File: config.mk
export PLATFORM = sky130hd
export DESIGN_NAME = cfgport_top
export DESIGN_NICKNAME = d
export VERILOG_FILES = /design/src/rtl/cfgport_pkg.sv /design/src/rtl/cfgport_ctrl.sv /design/src/rtl/cfgport_regs.sv /design/src/rtl/cfgport_top.sv
export SDC_FILE = /design/constraint.sdc
export NUM_CORES = 1
export LEC_CHECK = 0
export ABC_AREA = 1
export BUFFER_PORTS_ARGS = -buffer_cell sky130_fd_sc_hd__buf_2
export CORE_ASPECT_RATIO = 0.5
export CORE_UTILIZATION = 62
export DETAILED_ROUTE_END_ITERATION = 12
export GPL_ROUTABILITY_DRIVEN = 0
export HOLD_SLACK_MARGIN = 0.12
export PLACE_DENSITY_LB_ADDON = 0.08
export SETUP_SLACK_MARGIN = 0.15
export SKIP_CTS_REPAIR_TIMING = 1
export SLEW_MARGIN = 30
export SYNTH_ARGS = -nofsm -noshare
export SYNTH_HDL_FRONTEND = slang
export SYNTH_HIERARCHICAL = 1
export SYNTH_SLANG_ARGS = --single-unit
File: constraint.sdc
create_clock -name clk -period 6.5 [get_ports clk]
set_input_delay 0.65 -clock clk [delete_from_list [all_inputs] [get_ports clk]]
set_output_delay 0.65 -clock clk [all_outputs]
set_load 0.01 [all_outputs]
File: src/rtl/cfgport_pkg.sv
package cfgport_pkg;

  // Strobes from the bus decoder to the register datapath, one cycle wide.
  typedef struct packed {
    logic idxWrite;   // load index register
    logic idxRead;    // drive index register on read data
    logic dataWrite;  // claimed write to the selected register
    logic dataRead;   // claimed read of the selected register
  } cfgStrobe_t;

endpackage

File: src/rtl/cfgport_ctrl.sv
module cfgport_ctrl
  import cfgport_pkg::*;
#(
  parameter int ADDR_W     = 16,
  parameter int INDEX_PORT = 'h22,
  parameter int DATA_PORT  = 'h23
) (
  input  logic              clk,
  input  logic              rstN,
  input  logic [ADDR_W-1:0] ioAddr,
  input  logic              ioRd,
  input  logic              ioWr,
  output cfgStrobe_t        strobe,
  output logic              claim,
  output logic              extFwd
);

  localparam logic [ADDR_W-1:0] IdxAddr  = ADDR_W'(INDEX_PORT);
  localparam logic [ADDR_W-1:0] DataAddr = ADDR_W'(DATA_PORT);

  logic atIdx, atData, anyAccess, rdOnly, selValid;

  assign atIdx     = (ioAddr == IdxAddr);
  assign atData    = (ioAddr == DataAddr);
  assign anyAccess = ioRd | ioWr;
  assign rdOnly    = ioRd & ~ioWr;

  always_comb begin
    strobe.idxWrite  = atIdx & ioWr;
    strobe.idxRead   = atIdx & rdOnly;
    strobe.dataWrite = atData & ioWr & selValid;
    strobe.dataRead  = atData & rdOnly & selValid;
  end

  assign claim  = (atIdx & anyAccess) | (atData & anyAccess & selValid);
  assign extFwd = atData & anyAccess & ~selValid;

  // Selection is single-use: set by an index write, spent by any data access.
  always_ff @(posedge clk) begin
    if (!rstN) begin
      selValid <= 1'b0;
    end else if (atIdx & ioWr) begin
      selValid <= 1'b1;
    end else if (atData & anyAccess) begin
      selValid <= 1'b0;
    end
  end

endmodule

File: src/rtl/cfgport_regs.sv
module cfgport_regs
  import cfgport_pkg::*;
#(
  parameter logic [7:0] DIR0      = 8'h42,
  parameter logic [7:0] DIR1      = 8'h25,
  parameter int         NUM_CFG   = 8,
  parameter int         CFG_BASE  = 'hC0,
  parameter logic [7:0] CFG_RESET = 8'h00
) (
  input  logic       clk,
  input  logic       rstN,
  input  cfgStrobe_t strobe,
  input  logic [7:0] wdata,
  output logic [7:0] rdata
);

  localparam logic [7:0] IdHiIdx = 8'hFF;
  localparam logic [7:0] IdLoIdx = 8'hFE;

  logic [7:0]   indexQ;
  logic [7:0]   cfgQ [NUM_CFG];
  logic [NUM_CFG-1:0] cfgHit;
  logic [7:0]   cfgRd;
  logic [7:0]   selData;

  always_ff @(posedge clk) begin
    if (!rstN) begin
      indexQ <= 8'h00;
    end else if (strobe.idxWrite) begin
      indexQ <= wdata;
    end
  end

  for (genvar gi = 0; gi < NUM_CFG; gi++) begin : g_cfg
    localparam logic [7:0] Slot = 8'(CFG_BASE + gi);
    assign cfgHit[gi] = (indexQ == Slot);

    always_ff @(posedge clk) begin
      if (!rstN) begin
        cfgQ[gi] <= CFG_RESET;
      end else if (strobe.dataWrite && cfgHit[gi]) begin
        cfgQ[gi] <= wdata;
      end
    end
  end

  always_comb begin
    cfgRd = 8'hFF;
    for (int i = 0; i < NUM_CFG; i++) begin
      if (cfgHit[i]) cfgRd = cfgQ[i];
    end
  end

  always_comb begin
    if (indexQ == IdLoIdx)      selData = DIR0;
    else if (indexQ == IdHiIdx) selData = DIR1;
    else                        selData = cfgRd;
  end

  always_comb begin
    if (strobe.idxRead)       rdata = indexQ;
    else if (strobe.dataRead) rdata = selData;
    else                      rdata = 8'h00;
  end

endmodule

File: src/rtl/cfgport_top.sv
module cfgport_top
  import cfgport_pkg::*;
#(
  parameter int         ADDR_W    = 16,
  parameter logic [7:0] DIR0      = 8'h42,
  parameter logic [7:0] DIR1      = 8'h25,
  parameter int         NUM_CFG   = 8,
  parameter int         CFG_BASE  = 'hC0,
  parameter logic [7:0] CFG_RESET = 8'h00
) (
  input  logic              clk,
  input  logic              rstN,
  input  logic [ADDR_W-1:0] ioAddr,
  input  logic              ioRd,
  input  logic              ioWr,
  input  logic [7:0]        ioWdata,
  output logic [7:0]        ioRdata,
  output logic              ioClaim,
  output logic              extCycle
);

  cfgStrobe_t strobe;

  cfgport_ctrl #(
    .ADDR_W    (ADDR_W),
    .INDEX_PORT('h22),
    .DATA_PORT ('h23)
  ) u_ctrl (
    .clk   (clk),
    .rstN  (rstN),
    .ioAddr(ioAddr),
    .ioRd  (ioRd),
    .ioWr  (ioWr),
    .strobe(strobe),
    .claim (ioClaim),
    .extFwd(extCycle)
  );

  cfgport_regs #(
    .DIR0     (DIR0),
    .DIR1     (DIR1),
    .NUM_CFG  (NUM_CFG),
    .CFG_BASE (CFG_BASE),
    .CFG_RESET(CFG_RESET)
  ) u_regs (
    .clk   (clk),
    .rstN  (rstN),
    .strobe(strobe),
    .wdata (ioWdata),
    .rdata (ioRdata)
  );

endmodule

==> impl_metrics.env <==
export IMPL_maxSlewViolCount=0
export IMPL_clock_root_buffer="clkbuf_16"
export IMPL_slowest_stage="nor2_1"
export IMPL_grt_usage_pct=31.7
export IMPL_avgSynthCellArea_um2=8.86
export IMPL_fin_util_pct=75.1
export IMPL_worstMarginPinSlew_ns=0.877
export IMPL_cp_startpoint="u_regs/indexQ[7]"
export IMPL_grt_overflow_total=0
export IMPL_finalHoldViolCount=0
export IMPL_hpwl_um=6480
export IMPL_fin_nets=493
export IMPL_placed_cell_area_um2=3990
export IMPL_netlist_top_cells_count="nor2_1, edfxtp_1, nand2_1"
export IMPL_worstPathCellList="nand2_1, nor2_4, nand2_2, nor2_1, inv_1, o21ai_0, inv_1, nand4_1, nand2_1, buf_2"
export IMPL_cp_start_kind="flop"
export IMPL_rsz0062_at_grt="no"
export IMPL_dp_slack_ns=3.04
export IMPL_die_x_um=112
export IMPL_drt_wl_total_um=9390
export IMPL_cts_buffers=9
export IMPL_syn_num_nets=455
export IMPL_viasPerCell=5.91
export IMPL_worstHoldStart="u_ctrl/selValid"
export IMPL_cts_max_level=3
export IMPL_r2r_start="u_regs/indexQ[7]"
export IMPL_port_buffers=37
export IMPL_setup_tns_ns=0
export IMPL_ys_types=32
export IMPL_dr_pass1_iters=6
export IMPL_fmax_mhz=267
export IMPL_synth_ff_type="edfxtp_1"
export IMPL_critPathKind="reg2out"
export IMPL_synth_top_cell_area_share_pct=50.8
export IMPL_r2r_end="u_regs/cfgQ[1][29]"
export IMPL_die_h_um=57.2
export IMPL_vias=3208
export IMPL_reg2reg_depth=6
export IMPL_crit_fanout=29
export IMPL_p_leak_nw=1.76
export IMPL_synth_cell_area_um2=3780
export IMPL_regToRegSetupSlack_ns=3.35
export IMPL_min_path_type="reg2reg"
export IMPL_synth_seq_area_share_pct=55.6
export IMPL_fin_crit_sh_pct=57.6
export IMPL_antenna_found_initial=0
export IMPL_yosysTopAreaCell="edfxtp_1"
export IMPL_drc=0
export IMPL_min_path_cells=2
export IMPL_antenna_cells=0
export IMPL_cap_violations=0
export IMPL_max_slew_margin_pct=41.3
export IMPL_finalPower_mw=1.05
export IMPL_synth_most_common_cell="nor2_1"
export IMPL_layout_min_cycle_time_ns=3.74
export IMPL_start_util_pct=66.6
export IMPL_initialDrtViolationCount=452
export IMPL_ys_ff_latch=73
export IMPL_outcome="completed"
export IMPL_syn_instance_count=427
export IMPL_worst_slack_ns=2.76
export IMPL_core_area_um2=5680
export IMPL_antenna_left=0
export IMPL_synthArstFlopShare_pct=0
export IMPL_critPathMaxStageDelay_ns=0.61
export IMPL_finClkSkew_ns=0.00439
export IMPL_ios=38
export IMPL_wl_per_cell_um=17.3
export IMPL_worstSetupEndpointType="output pin"
export IMPL_clock_latency_ns=0.34
export IMPL_required_ns=5.85
export IMPL_finalSetupViolations=0
export IMPL_design_area_um2=4270
export IMPL_cts_sinks=73
export IMPL_arrival_ns=3.09
export IMPL_synth_edf_count=64
export IMPL_synthTopCellsByArea="edfxtp_1, nor2_1, nand2_1"
export IMPL_cts_tree="done"
export IMPL_yosys_warnings=6
export IMPL_ir_worst_vdd_v=0.000169
export IMPL_clk_pin_slew_ns=0.05
export IMPL_power_density_nw_per_um2=245
export IMPL_grt_pass1_vias=2892
export IMPL_grt_start_max_net_pins=30
export IMPL_clockBufferDepth=2
export IMPL_drive_gt1_share_pct=17.2
export IMPL_grt_pass1_wl_um=14600
export IMPL_rows=19
export IMPL_hold_path_endpoint="u_ctrl/selValid"
export IMPL_die_area_um2=6440
export IMPL_area_growth_pct=12.9
==> state kept, by name, summed over array words and instances (netlist names) <==
| signal | count |
|---|---|
| u_regs/indexQ | 8 |
| u_regs/cfgQ | 64 |
| u_ctrl/selValid | 1 |
==> how the worst max path moves through the flow <==
stage | end | cells after the start
4_1_cts | ioRdata[6] | 10
3_5_place_dp | ioRdata[3] | 13
5_1_grt | ioRdata[6] | 10
6_report | ioRdata[6] | 10
3_3_place_gp | u_regs/cfgQ[1][25] | 6
2_1_floorplan | ioRdata[3] | 12
==> stage by stage <==
stage	cells	hold WS [ns]
after global routing	543	0.520
final	543	0.501
after floorplan	427	0.471
after detailed placement	527	0.496
after global placement	527	0.487
after CTS	543	0.507
==> critical path: cells and delay by family, from the launching register on <==
family	cells	cell delay, ns
AND/OR/NAND/NOR	6	1.66
flip-flops	1	0.38
AO/OA/AOI/OAI	1	0.25
buffers and inverters	3	0.44
==> cells by family after synthesis <==
kind of cell    synth area share (%)
buf+inv                         7.44
flops                           55.6
simple gates                    32.3
compound gates                  4.70
==> layout by cell type, fill, tap and decap left out, drive strengths merged <==
cell type  Yosys  final
a21oi         15     15
and2           1      1
buf            7     38
bufinv         0      1
clkbuf         4     12
clkinv         8     11
dfxtp          9      9
edfxtp        64     64
inv           45     45
nand2         69     69
nand3         26     26
nand3b        12     12
nand4         19     19
nor2         112    112
nor3           5      5
nor3b          1      1
o21ai         19     19
or2           11     11
==> routing by layer <==
metal	routed length [um]	GRT usage (%)	part of all wire [%]
met2	4000	46.3	43
met1	3800	44.1	40
met4	236	10.9	2.5
met3	1360	11.8	14
met5	0	0	0
==> where the power goes <==
part / internal [mW] / switching, mW / leakage (nW) / total [mW]
clock network: 0.295 / 0.178 / 0.138 / 0.472
logic: 0.00992 / 0.0281 / 0.939 / 0.0380
registers: 0.529 / 0.00628 / 0.680 / 0.535
==> area by class of cell <==
type,instances,area (um2)
clock buffers,12,236
inverters,53,199
repair buffers,38,193
well taps,73,91.3
fillers,423,1410
clock inverters,4,43.8
flip-flops and latches,73,2100
multi-input cells,290,1400
Power figures use the tool's default switching activity.
